**src/rtl/rst_seq_pkg.sv**
```systemverilog
`timescale 1ns/1ps
package rst_seq_pkg;
  typedef enum logic [1:0] {
    PH_IDLE    = 2'd0,
    PH_HOLD    = 2'd1,
    PH_STRETCH = 2'd2
  } phase_t;

  localparam logic [1:0] SRC_POWER  = 2'b01;
  localparam logic [1:0] SRC_NORMAL = 2'b10;
  localparam logic [1:0] SRC_MASTER = 2'b11;
endpackage

```
**src/rtl/rst_dual_sync.sv**
```systemverilog
`timescale 1ns/1ps
// Two-stage resynchronizer: falling-edge stage then rising-edge stage, per bit.
module rst_dual_sync #(
  parameter int W = 2
) (
  input  logic         clk,
  input  logic         por_n,
  input  logic [W-1:0] d,
  output logic [W-1:0] q
);
  for (genvar i = 0; i < W; i++) begin : g_bit
    logic fall_q;
    logic rise_q;

    always_ff @(negedge clk) begin
      if (!por_n) fall_q <= 1'b0;
      else        fall_q <= d[i];
    end

    always_ff @(posedge clk) begin
      if (!por_n) rise_q <= 1'b0;
      else        rise_q <= fall_q;
    end

    assign q[i] = rise_q;
  end
endmodule

```
**src/rtl/rst_hold_qual.sv**
```systemverilog
`timescale 1ns/1ps
// Counts consecutive synchronized request cycles; qual marks the MIN-th one.
module rst_hold_qual #(
  parameter int MIN = 6
) (
  input  logic clk,
  input  logic por_n,
  input  logic req_s,
  output logic qual
);
  localparam int CW = (MIN > 2) ? $clog2(MIN) : 1;
  localparam logic [CW-1:0] LAST = CW'(MIN - 1);

  logic [CW-1:0] run_cnt;

  always_ff @(posedge clk) begin
    if (!por_n || !req_s)   run_cnt <= '0;
    else if (run_cnt != LAST) run_cnt <= run_cnt + 1'b1;
  end

  assign qual = req_s && (run_cnt == LAST);
endmodule

```
**src/rtl/rst_phase_fsm.sv**
```systemverilog
`timescale 1ns/1ps
// Phase sequencer: idle, request held, post-release stretch.
module rst_phase_fsm
  import rst_seq_pkg::*;
#(
  parameter int STRETCH = 32768
) (
  input  logic       clk,
  input  logic       por_n,
  input  logic       req_s,
  input  logic       wipe_s,
  input  logic       qual,
  output logic       rst_out,
  output logic       term_pulse,
  output logic       refresh_abort,
  output logic       rst_type,
  output logic [1:0] src_code,
  output logic       cap_strap
);
  localparam int SW = $clog2(STRETCH);
  // release cycle itself counts as the first stretch cycle
  localparam logic [SW-1:0] LOAD_REL = SW'(STRETCH - 2);
  localparam logic [SW-1:0] LOAD_POR = SW'(STRETCH - 1);

  phase_t        phase, nphase;
  logic [SW-1:0] cnt, ncnt;
  logic          ntype;
  logic [1:0]    nsrc;
  logic          nterm;

  always_comb begin
    nphase    = phase;
    ncnt      = cnt;
    ntype     = rst_type;
    nsrc      = src_code;
    nterm     = 1'b0;
    cap_strap = 1'b0;
    case (phase)
      PH_IDLE: begin
        if (qual) begin
          nphase = PH_HOLD;
          ntype  = wipe_s;
          nsrc   = wipe_s ? SRC_MASTER : SRC_NORMAL;
          nterm  = wipe_s;
        end
      end
      PH_HOLD: begin
        if (!req_s) begin
          nphase    = PH_STRETCH;
          ncnt      = LOAD_REL;
          cap_strap = 1'b1;
        end
      end
      PH_STRETCH: begin
        if (qual) begin
          nphase = PH_HOLD;
          ntype  = wipe_s;
          nsrc   = wipe_s ? SRC_MASTER : SRC_NORMAL;
          nterm  = wipe_s;
        end else if (cnt == '0) begin
          nphase = PH_IDLE;
        end else begin
          ncnt = cnt - 1'b1;
        end
      end
      default: nphase = PH_IDLE;
    endcase
  end

  always_ff @(posedge clk) begin
    if (!por_n) begin
      phase         <= PH_STRETCH;
      cnt           <= LOAD_POR;
      rst_type      <= 1'b1;
      src_code      <= SRC_POWER;
      rst_out       <= 1'b1;
      refresh_abort <= 1'b1;
      term_pulse    <= 1'b0;
    end else begin
      phase         <= nphase;
      cnt           <= ncnt;
      rst_type      <= ntype;
      src_code      <= nsrc;
      rst_out       <= (nphase != PH_IDLE);
      refresh_abort <= (nphase != PH_IDLE) && ntype;
      term_pulse    <= nterm;
    end
  end
endmodule

```
**src/rtl/rst_capture.sv**
```systemverilog
`timescale 1ns/1ps
// Strap latch (rising edge) and interrupt capture (falling edge, raw request).
module rst_capture #(
  parameter int STRAP_W = 3,
  parameter int IRQ_W   = 3
) (
  input  logic               clk,
  input  logic               por_n,
  input  logic               req_raw,
  input  logic               cap_strap,
  input  logic [STRAP_W-1:0] strap_i,
  input  logic [IRQ_W-1:0]   irq_i,
  output logic [STRAP_W-1:0] strap_q,
  output logic [IRQ_W-1:0]   irq_q
);
  always_ff @(posedge clk) begin
    if (!por_n || cap_strap) strap_q <= strap_i;
  end

  always_ff @(negedge clk) begin
    if (!por_n)       irq_q <= '0;
    else if (req_raw) irq_q <= irq_i;
  end
endmodule

```
**src/rtl/rst_seq_ctrl.sv**
```systemverilog
`timescale 1ns/1ps
module rst_seq_ctrl #(
  parameter int STRETCH_CYCLES = 32768,
  parameter int MIN_HOLD       = 6,
  parameter int STRAP_W        = 3,
  parameter int IRQ_W          = 3
) (
  input  logic               clk,
  input  logic               por_n,
  input  logic               req_i,
  input  logic               wipe_i,
  input  logic [STRAP_W-1:0] strap_i,
  input  logic [IRQ_W-1:0]   irq_i,
  output logic               rst_out,
  output logic               term_pulse,
  output logic               refresh_abort,
  output logic               rst_type,
  output logic [1:0]         src_code,
  output logic [STRAP_W-1:0] strap_q,
  output logic [IRQ_W-1:0]   irq_q
);
  logic [1:0] sync_q;
  logic       req_s, wipe_s, qual, cap_strap;

  rst_dual_sync #(.W(2)) u_sync (
    .clk(clk), .por_n(por_n), .d({wipe_i, req_i}), .q(sync_q)
  );
  assign req_s  = sync_q[0];
  assign wipe_s = sync_q[1];

  rst_hold_qual #(.MIN(MIN_HOLD)) u_qual (
    .clk(clk), .por_n(por_n), .req_s(req_s), .qual(qual)
  );

  rst_phase_fsm #(.STRETCH(STRETCH_CYCLES)) u_fsm (
    .clk(clk), .por_n(por_n), .req_s(req_s), .wipe_s(wipe_s), .qual(qual),
    .rst_out(rst_out), .term_pulse(term_pulse), .refresh_abort(refresh_abort),
    .rst_type(rst_type), .src_code(src_code), .cap_strap(cap_strap)
  );

  rst_capture #(.STRAP_W(STRAP_W), .IRQ_W(IRQ_W)) u_cap (
    .clk(clk), .por_n(por_n), .req_raw(req_i), .cap_strap(cap_strap),
    .strap_i(strap_i), .irq_i(irq_i), .strap_q(strap_q), .irq_q(irq_q)
  );
endmodule

```
**config.mk**
```make
export PLATFORM = sky130hd
export DESIGN_NAME = rst_seq_ctrl
export DESIGN_NICKNAME = d
export VERILOG_FILES = /design/src/rtl/rst_seq_pkg.sv /design/src/rtl/rst_dual_sync.sv /design/src/rtl/rst_hold_qual.sv /design/src/rtl/rst_phase_fsm.sv /design/src/rtl/rst_capture.sv /design/src/rtl/rst_seq_ctrl.sv
export SDC_FILE = /design/constraint.sdc
export NUM_CORES = 1
export LEC_CHECK = 0
export ABC_AREA = 1
export CAP_MARGIN = 40
export CELL_PAD_IN_SITES_DETAIL_PLACEMENT = 0
export CELL_PAD_IN_SITES_GLOBAL_PLACEMENT = 1
export CORE_MARGIN = 5
export CORE_UTILIZATION = 40
export CTS_CLUSTER_SIZE = 12
export DETAILED_ROUTE_END_ITERATION = 7
export GPL_ROUTABILITY_DRIVEN = 0
export PLACE_DENSITY = 0.77
export RECOVER_POWER = 50
export SYNTH_ARGS = -nofsm -noshare
export SYNTH_HDL_FRONTEND = slang
export SYNTH_HIERARCHICAL = 1
export SYNTH_SLANG_ARGS = --single-unit
export TNS_END_PERCENT = 20
```
**constraint.sdc**
```tcl
create_clock -name clk -period 3.1 [get_ports clk]
set_clock_uncertainty 0.2 [all_clocks]
set_input_delay 0.62 -clock clk [delete_from_list [all_inputs] [get_ports clk]]
set_output_delay 0.62 -clock clk [all_outputs]
set_load 0.02 [all_outputs]
```
==> impl_results.html, run 1 <==
<table>
<tr><th>Metric</th><th>Value</th></tr>
<tr><th colspan="2">Drt</th></tr>
<tr><td>Detailed router's first-iteration violation count</td><td>51</td></tr>
<tr><td>Final Routed Wirelength</td><td>3830 um</td></tr>
<tr><td>Average wire per standard cell</td><td>10.7 um</td></tr>
<tr><td>Routed vias</td><td>1684</td></tr>
<tr><td>Post-route DRC violation count</td><td>0</td></tr>
<tr><td>Detail-routed via count per cell</td><td>4.72</td></tr>
<tr><td>ANT nets after route</td><td>0</td></tr>
<tr><td>Detailed-routing iteration count for the pre-antenna-repair pass</td><td>4</td></tr>
<tr><th colspan="2">Timing</th></tr>
<tr><td>Slew Limit Fails</td><td>0</td></tr>
<tr><td>Transition time at the pin with the least slew margin</td><td>0.617 ns</td></tr>
<tr><td>Hold Slack</td><td>around 0.26 ns</td></tr>
<tr><td>RSZ-0062 raised after global routing</td><td>yes</td></tr>
<tr><td>Relative slew slack</td><td>0.588</td></tr>
<tr><td>Setup ws final</td><td>-0.0518 ns</td></tr>
<tr><td>Count of final hold-check violations</td><td>0</td></tr>
<tr><td>Setup-violating endpoint count in the final report</td><td>3</td></tr>
<tr><th colspan="2">Pwr</th></tr>
<tr><td>Clk network pwr share</td><td>0.440</td></tr>
<tr><td>Combinational share of power</td><td>0.060</td></tr>
<tr><td>Largest vdd supply drop</td><td>274 uV</td></tr>
<tr><td>Static Leakage</td><td>1.11 nW</td></tr>
<tr><td>Int Pwr</td><td>0.758 mW</td></tr>
<tr><td>Power density normalized to cell area</td><td>444 mW/mm^2</td></tr>
<tr><td>Net switching power figure</td><td>0.218 mW</td></tr>
<tr><td>Switching portion of total power</td><td>0.223</td></tr>
<tr><td>Sequential power share</td><td>0.500</td></tr>
<tr><th colspan="2">Floorplan</th></tr>
<tr><td>Area of the core</td><td>0.00441 mm^2</td></tr>
<tr><td>Number of top-level pins</td><td>22</td></tr>
<tr><td>Starting density of the core</td><td>0.420</td></tr>
<tr><td>Placement Rows</td><td>24</td></tr>
<tr><td>Die Height</td><td>78.1 um</td></tr>
<tr><td>Die Area</td><td>0.00610 mm^2</td></tr>
<tr><td>Die outline width</td><td>78.1 um</td></tr>
<tr><th colspan="2">Global routing</th></tr>
<tr><td>Antenna violations before repair</td><td>0</td></tr>
<tr><td>GRT Total Usage</td><td>0.137</td></tr>
<tr><td>Wire length of the first global-routing pass</td><td>7030 um</td></tr>
<tr><td>Via count of the first global-routing pass</td><td>1594</td></tr>
<tr><td>Largest net degree at the start of global routing</td><td>18</td></tr>
<tr><td>GRT Residual Overflow</td><td>0</td></tr>
<tr><th colspan="2">Synthesis</th></tr>
<tr><td>Synthesized instance count</td><td>278</td></tr>
<tr><td>Total number of yosys warnings</td><td>6</td></tr>
<tr><td>Area of the mapped netlist</td><td>0.00185 mm^2</td></tr>
<tr><td>Synthesized area per cell</td><td>6.67 um^2</td></tr>
<tr><td>Post-synthesis cell type count</td><td>21</td></tr>
<tr><td>Share of the yosys chip area belonging to registers</td><td>0.405</td></tr>
<tr><td>Syn nets</td><td>291</td></tr>
<tr><td>Number of storage elements in the synthesis netlist</td><td>36</td></tr>
<tr><th colspan="2">Run status</th></tr>
<tr><td>Violations in the final reports</td><td>setup timing</td></tr>
<tr><td>Run status</td><td>finished, violations left</td></tr>
<tr><th colspan="2">Setup path</th></tr>
<tr><td>Family of cells with the greatest summed delay on the critical path</td><td>flip-flops</td></tr>
<tr><td>Worst Path Buf+Inv</td><td>1</td></tr>
<tr><td>Crit path capture type</td><td>output port</td></tr>
<tr><td>Maximum fanout count along the critical path</td><td>2</td></tr>
<tr><td>Slack of the worst reg-to-reg path</td><td>0.67 ns</td></tr>
<tr><td>CP Class</td><td>flop to output port</td></tr>
<tr><td>Startpoint Class</td><td>flop</td></tr>
<tr><td>Crit-path max cell delay</td><td>~0.33 ns</td></tr>
<tr><td>Arrival time at the worst endpoint</td><td>approximately 2.3 ns</td></tr>
<tr><td>Required time reported for the critical path endpoint</td><td>approximately 2.3 ns</td></tr>
<tr><td>Max stage delay cell, worst path</td><td>sky130_fd_sc_hd__dfxtp_2</td></tr>
<tr><td>Series of cell instances along the critical path</td><td>buf_6</td></tr>
<tr><th colspan="2">Final layout</th></tr>
<tr><td>Post-route standard cell area excluding fillers</td><td>0.00220 mm^2</td></tr>
<tr><td>Final net count</td><td>317</td></tr>
<tr><td>Area growth from synthesis to layout</td><td>18.6%</td></tr>
<tr><td>Number of fill cells</td><td>474</td></tr>
<tr><td>Share of layout cells above drive strength 1</td><td>0.0885</td></tr>
<tr><td>Cell Count, Final, Fillers Out</td><td>357</td></tr>
<tr><td>Antenna diode instance count</td><td>0</td></tr>
<tr><td>Final standard cell utilization of the core</td><td>0.498</td></tr>
<tr><th colspan="2">Clock tree</th></tr>
<tr><td>Count of H-tree levels built during CTS</td><td>2</td></tr>
<tr><td>Hold buffer count at cts</td><td>0</td></tr>
<tr><td>Clock latency on the worst-skew pair</td><td>approximately 0.34 ns</td></tr>
<tr><td>Clock tree from TritonCTS</td><td>built</td></tr>
<tr><td>Num CTS Buffers</td><td>5</td></tr>
<tr><td>Clk sink count</td><td>36</td></tr>
<tr><td>Number of buffers inserted to repair setup after CTS</td><td>0</td></tr>
<tr><td>Root buffer cell</td><td>sky130_fd_sc_hd__clkbuf_8</td></tr>
<tr><td>CTS clk-pin slew, worst paths</td><td>0.07 ns</td></tr>
<tr><td>Longest Clk Path Bufs</td><td>2</td></tr>
<tr><th colspan="2">Place</th></tr>
<tr><td>Area after DPL</td><td>0.00210 mm^2</td></tr>
<tr><td>Setup slack after placement</td><td>-0.195 ns</td></tr>
<tr><td>Half-perimeter wire length of the detailed placement result</td><td>2850 um</td></tr>
<tr><td>Placed insts</td><td>346</td></tr>
<tr><td>Total of buffers placed on input and output ports</td><td>21</td></tr>
<tr><th colspan="2">Job</th></tr>
<tr><td>Number of max-cap violations</td><td>0</td></tr>
<tr><th colspan="2">Hold path</th></tr>
<tr><td>Type of the most critical hold path</td><td>flop to flop</td></tr>
</table>
[placed cells by master (no fill, tap or decap), types with 3 or more instances in the layout]
| master | netlist | final |
|---|---|---|
| sky130_fd_sc_hd__inv_1 | 42 | 45 |
| sky130_fd_sc_hd__nand4_1 | 6 | 6 |
| sky130_fd_sc_hd__buf_6 | 0 | 3 |
| sky130_fd_sc_hd__clkdlybuf4s50_1 | 0 | 12 |
| sky130_fd_sc_hd__dfxtp_1 | 33 | 30 |
| sky130_fd_sc_hd__dlygate4sd3_1 | 0 | 6 |
| sky130_fd_sc_hd__ha_1 | 3 | 3 |
| sky130_fd_sc_hd__o21ai_0 | 5 | 5 |
| sky130_fd_sc_hd__nand2_1 | 76 | 77 |
| sky130_fd_sc_hd__clkbuf_8 | 0 | 5 |
| sky130_fd_sc_hd__nand3_1 | 47 | 49 |
| sky130_fd_sc_hd__nand2_2 | 6 | 5 |
| sky130_fd_sc_hd__edfxtp_1 | 3 | 3 |
| sky130_fd_sc_hd__dfxtp_2 | 0 | 3 |
| sky130_fd_sc_hd__nor2_1 | 38 | 38 |
| sky130_fd_sc_hd__nor2_2 | 3 | 3 |
[cell type report]
| cell class | count | area (um^2) | area share |
|---|---|---|---|
| Clock buffer | 5 | 68.8 | 0.0313 |
| Clock inverter | 8 | 62.6 | 0.0284 |
| Inverter | 41 | 154 | 0.0700 |
| Multi-Input combinational cell | 191 | 866 | 0.394 |
| Sequential cell | 36 | 754 | 0.343 |
| Tap cell | 52 | 65.1 | 0.0296 |
| Timing Repair Buffer | 24 | 229 | 0.104 |
[power by group through the flow]
stage                     sequential (mW)  combinational [mW]  clock (mW)
after detailed placement            0.497              0.0611      0.0141
after floorplan                     0.502              0.0267      0.0141
after global placement              0.497              0.0610      0.0141
final                               0.488              0.0586       0.429
after global routing                0.489              0.0658       0.478
after CTS                           0.488              0.0619       0.444
[flip-flops by register name (all words and copies together) (netlist names)]
signal / flops
u_fsm/cnt: 15
u_fsm/rst_out: 1
u_fsm/src_code: 2
u_sync/g_bit.fall_q: 2
u_fsm/phase: 2
u_cap/strap_q: 3
u_fsm/rst_type: 1
u_sync/g_bit.rise_q: 2
u_fsm/refresh_abort: 1
u_qual/run_cnt: 3
u_cap/irq_q: 3
u_fsm/term_pulse: 1
[worst register-to-register path: stages, from the launching register on]
cell	delay, ns
sky130_fd_sc_hd__dfxtp_1	0.39
sky130_fd_sc_hd__inv_1	0.10
sky130_fd_sc_hd__ha_1	0.26
sky130_fd_sc_hd__nand2_1	0.22
sky130_fd_sc_hd__nor2_1	0.10
sky130_fd_sc_hd__nand2_2	0.07
sky130_fd_sc_hd__nand3_1	0.44
sky130_fd_sc_hd__nand2_2	0.41
sky130_fd_sc_hd__nand2_1	0.09
sky130_fd_sc_hd__nand3_1	0.07
[per-stage QoR]
stage,power [mW],TNS [ns]
floorplan,0.543,0
global placement,0.572,-1.22
detailed placement,0.572,-1.24
CTS,0.994,-0.162
global route,1.03,-0.288
finish,0.976,-0.129
[what timing repair did]
item                                    in CTS  in global routing
gates cloned                                 0                  0
hold endpoints to repair                     0                  0
endpoints found under the setup margin       3                  3
gates resized for setup                     21                  0
[cells by family after synthesis]
kind of cell,count (synthesis),share of synthesized area
fa+ha+maj,3,0.0202
simple gates,183,0.444
buf+inv,51,0.117
flops,36,0.405
compound gates,5,0.0135
[routing by layer]
| layer | up-vias | global-route usage | wire (um) |
|---|---|---|---|
| met5 | - | 0 | 0 |
| li1 | 913 | - | - |
| met4 | 0 | 0.0405 | 19 |
| met3 | 2 | 0.0423 | 201 |
| met2 | 30 | 0.215 | 1680 |
| met1 | 739 | 0.182 | 1930 |
[cells in the mapped netlist]
library cell                n  area [um^2]
sky130_fd_sc_hd__inv_1     42          158
sky130_fd_sc_hd__buf_12     1         20.0
sky130_fd_sc_hd__or2_2      2         12.5
sky130_fd_sc_hd__nand3_1   47          235
sky130_fd_sc_hd__o21ai_0    5         25.0
sky130_fd_sc_hd__edfxtp_1   3         90.1
sky130_fd_sc_hd__buf_2      2         10.0
sky130_fd_sc_hd__inv_2      1         3.75
sky130_fd_sc_hd__nor2_1    38          143
sky130_fd_sc_hd__nand3b_1   2         15.0
sky130_fd_sc_hd__nor2_4     1         11.3
sky130_fd_sc_hd__nand4_1    6         37.5
sky130_fd_sc_hd__dfxtp_1   33          661
sky130_fd_sc_hd__ha_1       3         37.5
sky130_fd_sc_hd__nand3_4    1         17.5
sky130_fd_sc_hd__nand3_2    1         10.0
sky130_fd_sc_hd__nand2_1   76          285
sky130_fd_sc_hd__nor2_2     3         18.8
sky130_fd_sc_hd__buf_4      2         15.0
sky130_fd_sc_hd__nand2_2    6         37.5
sky130_fd_sc_hd__clkbuf_1   3         11.3
[final timing paths]
check                               from               end  cells after the start
hold / removal    u_sync/g_bit[1].rise_q  u_fsm/term_pulse                      2
hold reg to reg   u_sync/g_bit[1].rise_q  u_fsm/term_pulse                      2
setup / recovery          u_cap/irq_q[0]          irq_q[0]                      1
setup reg to reg            u_fsm/cnt[0]     u_fsm/cnt[14]                      9
No activity file was read; power rests on OpenSTA's default activity.
==> run 2: changes to the inputs <==
--- a/config.mk
+++ b/config.mk
@@ -14,7 +14,8 @@
 export CTS_CLUSTER_SIZE = 12
 export DETAILED_ROUTE_END_ITERATION = 7
 export GPL_ROUTABILITY_DRIVEN = 0
-export PLACE_DENSITY = 0.77
+export HOLD_SLACK_MARGIN = 0.15
+export PLACE_DENSITY_LB_ADDON = 0.2
 export RECOVER_POWER = 50
 export SYNTH_ARGS = -nofsm -noshare
 export SYNTH_HDL_FRONTEND = slang
==> impl_results.html, run 2 (synthesized netlist as in run 1, its figures left out) <==
<table>
<tr><th>Metric</th><th>Value</th></tr>
<tr><th colspan="2">Floorplan</th></tr>
<tr><td>Die outline width</td><td>78.1 um (unchanged)</td></tr>
<tr><td>Die Area</td><td>0.00610 mm^2 (unchanged)</td></tr>
<tr><td>Die Height</td><td>78.1 um (unchanged)</td></tr>
<tr><td>Area of the core</td><td>0.00441 mm^2 (unchanged)</td></tr>
<tr><td>Starting density of the core</td><td>0.420 (unchanged)</td></tr>
<tr><td>Number of top-level pins</td><td>22 (unchanged)</td></tr>
<tr><td>Placement Rows</td><td>24 (unchanged)</td></tr>
<tr><th colspan="2">Drt</th></tr>
<tr><td>Post-route DRC violation count</td><td>0 (unchanged)</td></tr>
<tr><td>Detail-routed via count per cell</td><td>4.76 (+0.83%)</td></tr>
<tr><td>Detail Route met3 WL</td><td>178 um (-11%)</td></tr>
<tr><td>ANT nets after route</td><td>0 (unchanged)</td></tr>
<tr><td>Average wire per standard cell</td><td>10.7 um (-0.57%)</td></tr>
<tr><td>Wire length the detailed router placed on met1</td><td>1920 um (-0.36%)</td></tr>
<tr><td>Highest layer used for signal routing</td><td>met4</td></tr>
<tr><td>Met2 wirelength from detailed routing</td><td>1640 um (-2.0%)</td></tr>
<tr><td>Final Routed Wirelength</td><td>3810 um (-0.57%)</td></tr>
<tr><td>Detailed-routing iteration count for the pre-antenna-repair pass</td><td>4 (unchanged)</td></tr>
<tr><td>Routed vias</td><td>1698 (+0.83%)</td></tr>
<tr><td>Detailed router's first-iteration violation count</td><td>79 (+55%)</td></tr>
<tr><th colspan="2">Setup path</th></tr>
<tr><td>Family of cells with the greatest summed delay on the critical path</td><td>flip-flops</td></tr>
<tr><td>CP Class</td><td>flop to output port</td></tr>
<tr><td>Arrival time at the worst endpoint</td><td>2.33 ns (about the same)</td></tr>
<tr><td>Crit-path max cell delay</td><td>0.32 ns (about the same)</td></tr>
<tr><td>Worst Path Buf+Inv</td><td>1 (unchanged)</td></tr>
<tr><td>Maximum fanout count along the critical path</td><td>2 (unchanged)</td></tr>
<tr><td>Series of cell instances along the critical path</td><td>buf_6</td></tr>
<tr><td>Max stage delay cell, worst path</td><td>sky130_fd_sc_hd__dfxtp_2</td></tr>
<tr><td>Crit path capture type</td><td>output port</td></tr>
<tr><td>Startpoint Class</td><td>flop</td></tr>
<tr><td>Required time reported for the critical path endpoint</td><td>2.28 ns (about the same)</td></tr>
<tr><th colspan="2">Timing</th></tr>
<tr><td>Slew Limit Fails</td><td>0 (unchanged)</td></tr>
<tr><td>Relative slew slack</td><td>0.669 (+0.0815)</td></tr>
<tr><td>RSZ-0062 raised after global routing</td><td>yes</td></tr>
<tr><td>Count of final hold-check violations</td><td>0 (unchanged)</td></tr>
<tr><td>Setup-violating endpoint count in the final report</td><td>3 (unchanged)</td></tr>
<tr><td>Setup ws final</td><td>-0.0532 ns (-0.00150 ns)</td></tr>
<tr><td>Transition time at the pin with the least slew margin</td><td>0.495 ns (-0.122 ns)</td></tr>
<tr><td>Setup_tns</td><td>-0.154 ns (-0.0252 ns)</td></tr>
<tr><th colspan="2">Place</th></tr>
<tr><td>Setup slack after placement</td><td>-0.191 ns (+0.00399 ns)</td></tr>
<tr><td>Placed insts</td><td>346 (unchanged)</td></tr>
<tr><td>Total of buffers placed on input and output ports</td><td>21 (unchanged)</td></tr>
<tr><td>Area after DPL</td><td>0.00210 mm^2 (unchanged)</td></tr>
<tr><td>Half-perimeter wire length of the detailed placement result</td><td>2910 um (+1.8%)</td></tr>
<tr><th colspan="2">Final layout</th></tr>
<tr><td>Flip-flop count of the largest register, all copies and words added</td><td>15 (unchanged)</td></tr>
<tr><td>Most common library cell in the layout ignoring fill and taps</td><td>sky130_fd_sc_hd__nand2_1</td></tr>
<tr><td>Post-route standard cell area excluding fillers</td><td>0.00221 mm^2 (+0.57%)</td></tr>
<tr><td>Cell Count, Final, Fillers Out</td><td>357 (unchanged)</td></tr>
<tr><td>Highest-count cells in the layout ignoring fill and taps</td><td>sky130_fd_sc_hd__nand2_1 (77), sky130_fd_sc_hd__nand3_1 (48), sky130_fd_sc_hd__inv_1 (45), sky130_fd_sc_hd__nor2_1 (38), sky130_fd_sc_hd__dfxtp_1 (30)</td></tr>
<tr><td>Area growth from synthesis to layout</td><td>19.3%</td></tr>
<tr><td>Number of fill cells</td><td>459 (-3.2%)</td></tr>
<tr><td>Share of layout cells above drive strength 1</td><td>0.0918 (+0.00328)</td></tr>
<tr><td>Final standard cell utilization of the core</td><td>0.501 (+0.00283)</td></tr>
<tr><td>Antenna diode instance count</td><td>0 (unchanged)</td></tr>
<tr><td>Final net count</td><td>317 (unchanged)</td></tr>
<tr><td>Biggest register</td><td>u_fsm/cnt</td></tr>
<tr><th colspan="2">Global routing</th></tr>
<tr><td>Antenna violations before repair</td><td>0 (unchanged)</td></tr>
<tr><td>Largest net degree at the start of global routing</td><td>18 (unchanged)</td></tr>
<tr><td>Wire length of the first global-routing pass</td><td>6760 um (-3.8%)</td></tr>
<tr><td>Via count of the first global-routing pass</td><td>1522 (-4.5%)</td></tr>
<tr><td>GRT Total Usage</td><td>0.134 (-0.00324)</td></tr>
<tr><td>GRT Residual Overflow</td><td>0 (unchanged)</td></tr>
<tr><th colspan="2">Clock tree</th></tr>
<tr><td>Clock latency on the worst-skew pair</td><td>0.34 ns (about the same)</td></tr>
<tr><td>Number of buffers inserted to repair setup after CTS</td><td>0 (unchanged)</td></tr>
<tr><td>Num CTS Buffers</td><td>5 (unchanged)</td></tr>
<tr><td>CTS clk-pin slew, worst paths</td><td>0.07 ns (about the same)</td></tr>
<tr><td>Count of H-tree levels built during CTS</td><td>2 (unchanged)</td></tr>
<tr><td>Clock tree from TritonCTS</td><td>built</td></tr>
<tr><td>Clk sink count</td><td>36 (unchanged)</td></tr>
<tr><td>Root buffer cell</td><td>sky130_fd_sc_hd__clkbuf_8</td></tr>
<tr><td>Longest Clk Path Bufs</td><td>2 (unchanged)</td></tr>
<tr><td>Hold buffer count at cts</td><td>0 (unchanged)</td></tr>
<tr><th colspan="2">Pwr</th></tr>
<tr><td>Static Leakage</td><td>1.12 nW (+0.75%)</td></tr>
<tr><td>Largest vdd supply drop</td><td>301 uV (+9.7%)</td></tr>
<tr><td>Power density normalized to cell area</td><td>447 mW/mm^2 (+0.71%)</td></tr>
<tr><th colspan="2">Run status</th></tr>
<tr><td>Violations in the final reports</td><td>setup timing</td></tr>
<tr><td>Run status</td><td>finished, violations left</td></tr>
<tr><th colspan="2">Job</th></tr>
<tr><td>Number of max-cap violations</td><td>0 (unchanged)</td></tr>
<tr><th colspan="2">Hold path</th></tr>
<tr><td>Type of the most critical hold path</td><td>flop to flop</td></tr>
</table>
-- run 2: through the flow --
stage	total power [mW]	hold WS, ns
after global routing	1.03	0.291
after floorplan	0.543	0.251
final	0.988	0.258
after global placement	0.572	0.252
after CTS	1.00	0.263
after detailed placement	0.573	0.250
-- run 2: final timing paths --
kind	slack, ns	endpoint	startpoint	cells after the start
max	-0.05	irq_q[0]	u_cap/irq_q[0]	1
min	0.26	u_fsm/src_code[0]	u_fsm/src_code[0]	2
max reg2reg	0.82	u_sync/g_bit[1].rise_q	u_sync/g_bit[1].fall_q	2
min reg2reg	0.26	u_fsm/src_code[0]	u_fsm/src_code[0]	2
-- run 2: area by class of cell --
| class | count | area [um^2] | area share |
|---|---|---|---|
| inverter | 41 | 154 | 0.0696 |
| sequential | 36 | 754 | 0.341 |
| tap | 52 | 65.1 | 0.0294 |
| clock buffer | 5 | 68.8 | 0.0311 |
| clock inverter | 8 | 62.6 | 0.0283 |
| timing repair buffer | 24 | 229 | 0.104 |
| multi-input combinational | 191 | 878 | 0.397 |
-- run 2: layer usage --
| metal | global-route usage | vias up |
|---|---|---|
| li1 | - | 915 |
| met1 | 0.182 | 753 |
| met2 | 0.205 | 23 |
| met3 | 0.0378 | 7 |
| met4 | 0.0456 | 0 |
| met5 | 0 | - |
-- run 2: power by group --
group	switching (mW)	internal, mW
Sequential	0.00705	0.481
Combinational	0.0297	0.0293
Clock	0.194	0.248
Total	0.230	0.758
-- run 2: what timing repair did --
| item | CTS | global route |
|---|---|---|
| endpoints found under the setup margin | 3 | 3 |
| gates cloned | 0 | 0 |
| resized for setup | 21 | 0 |
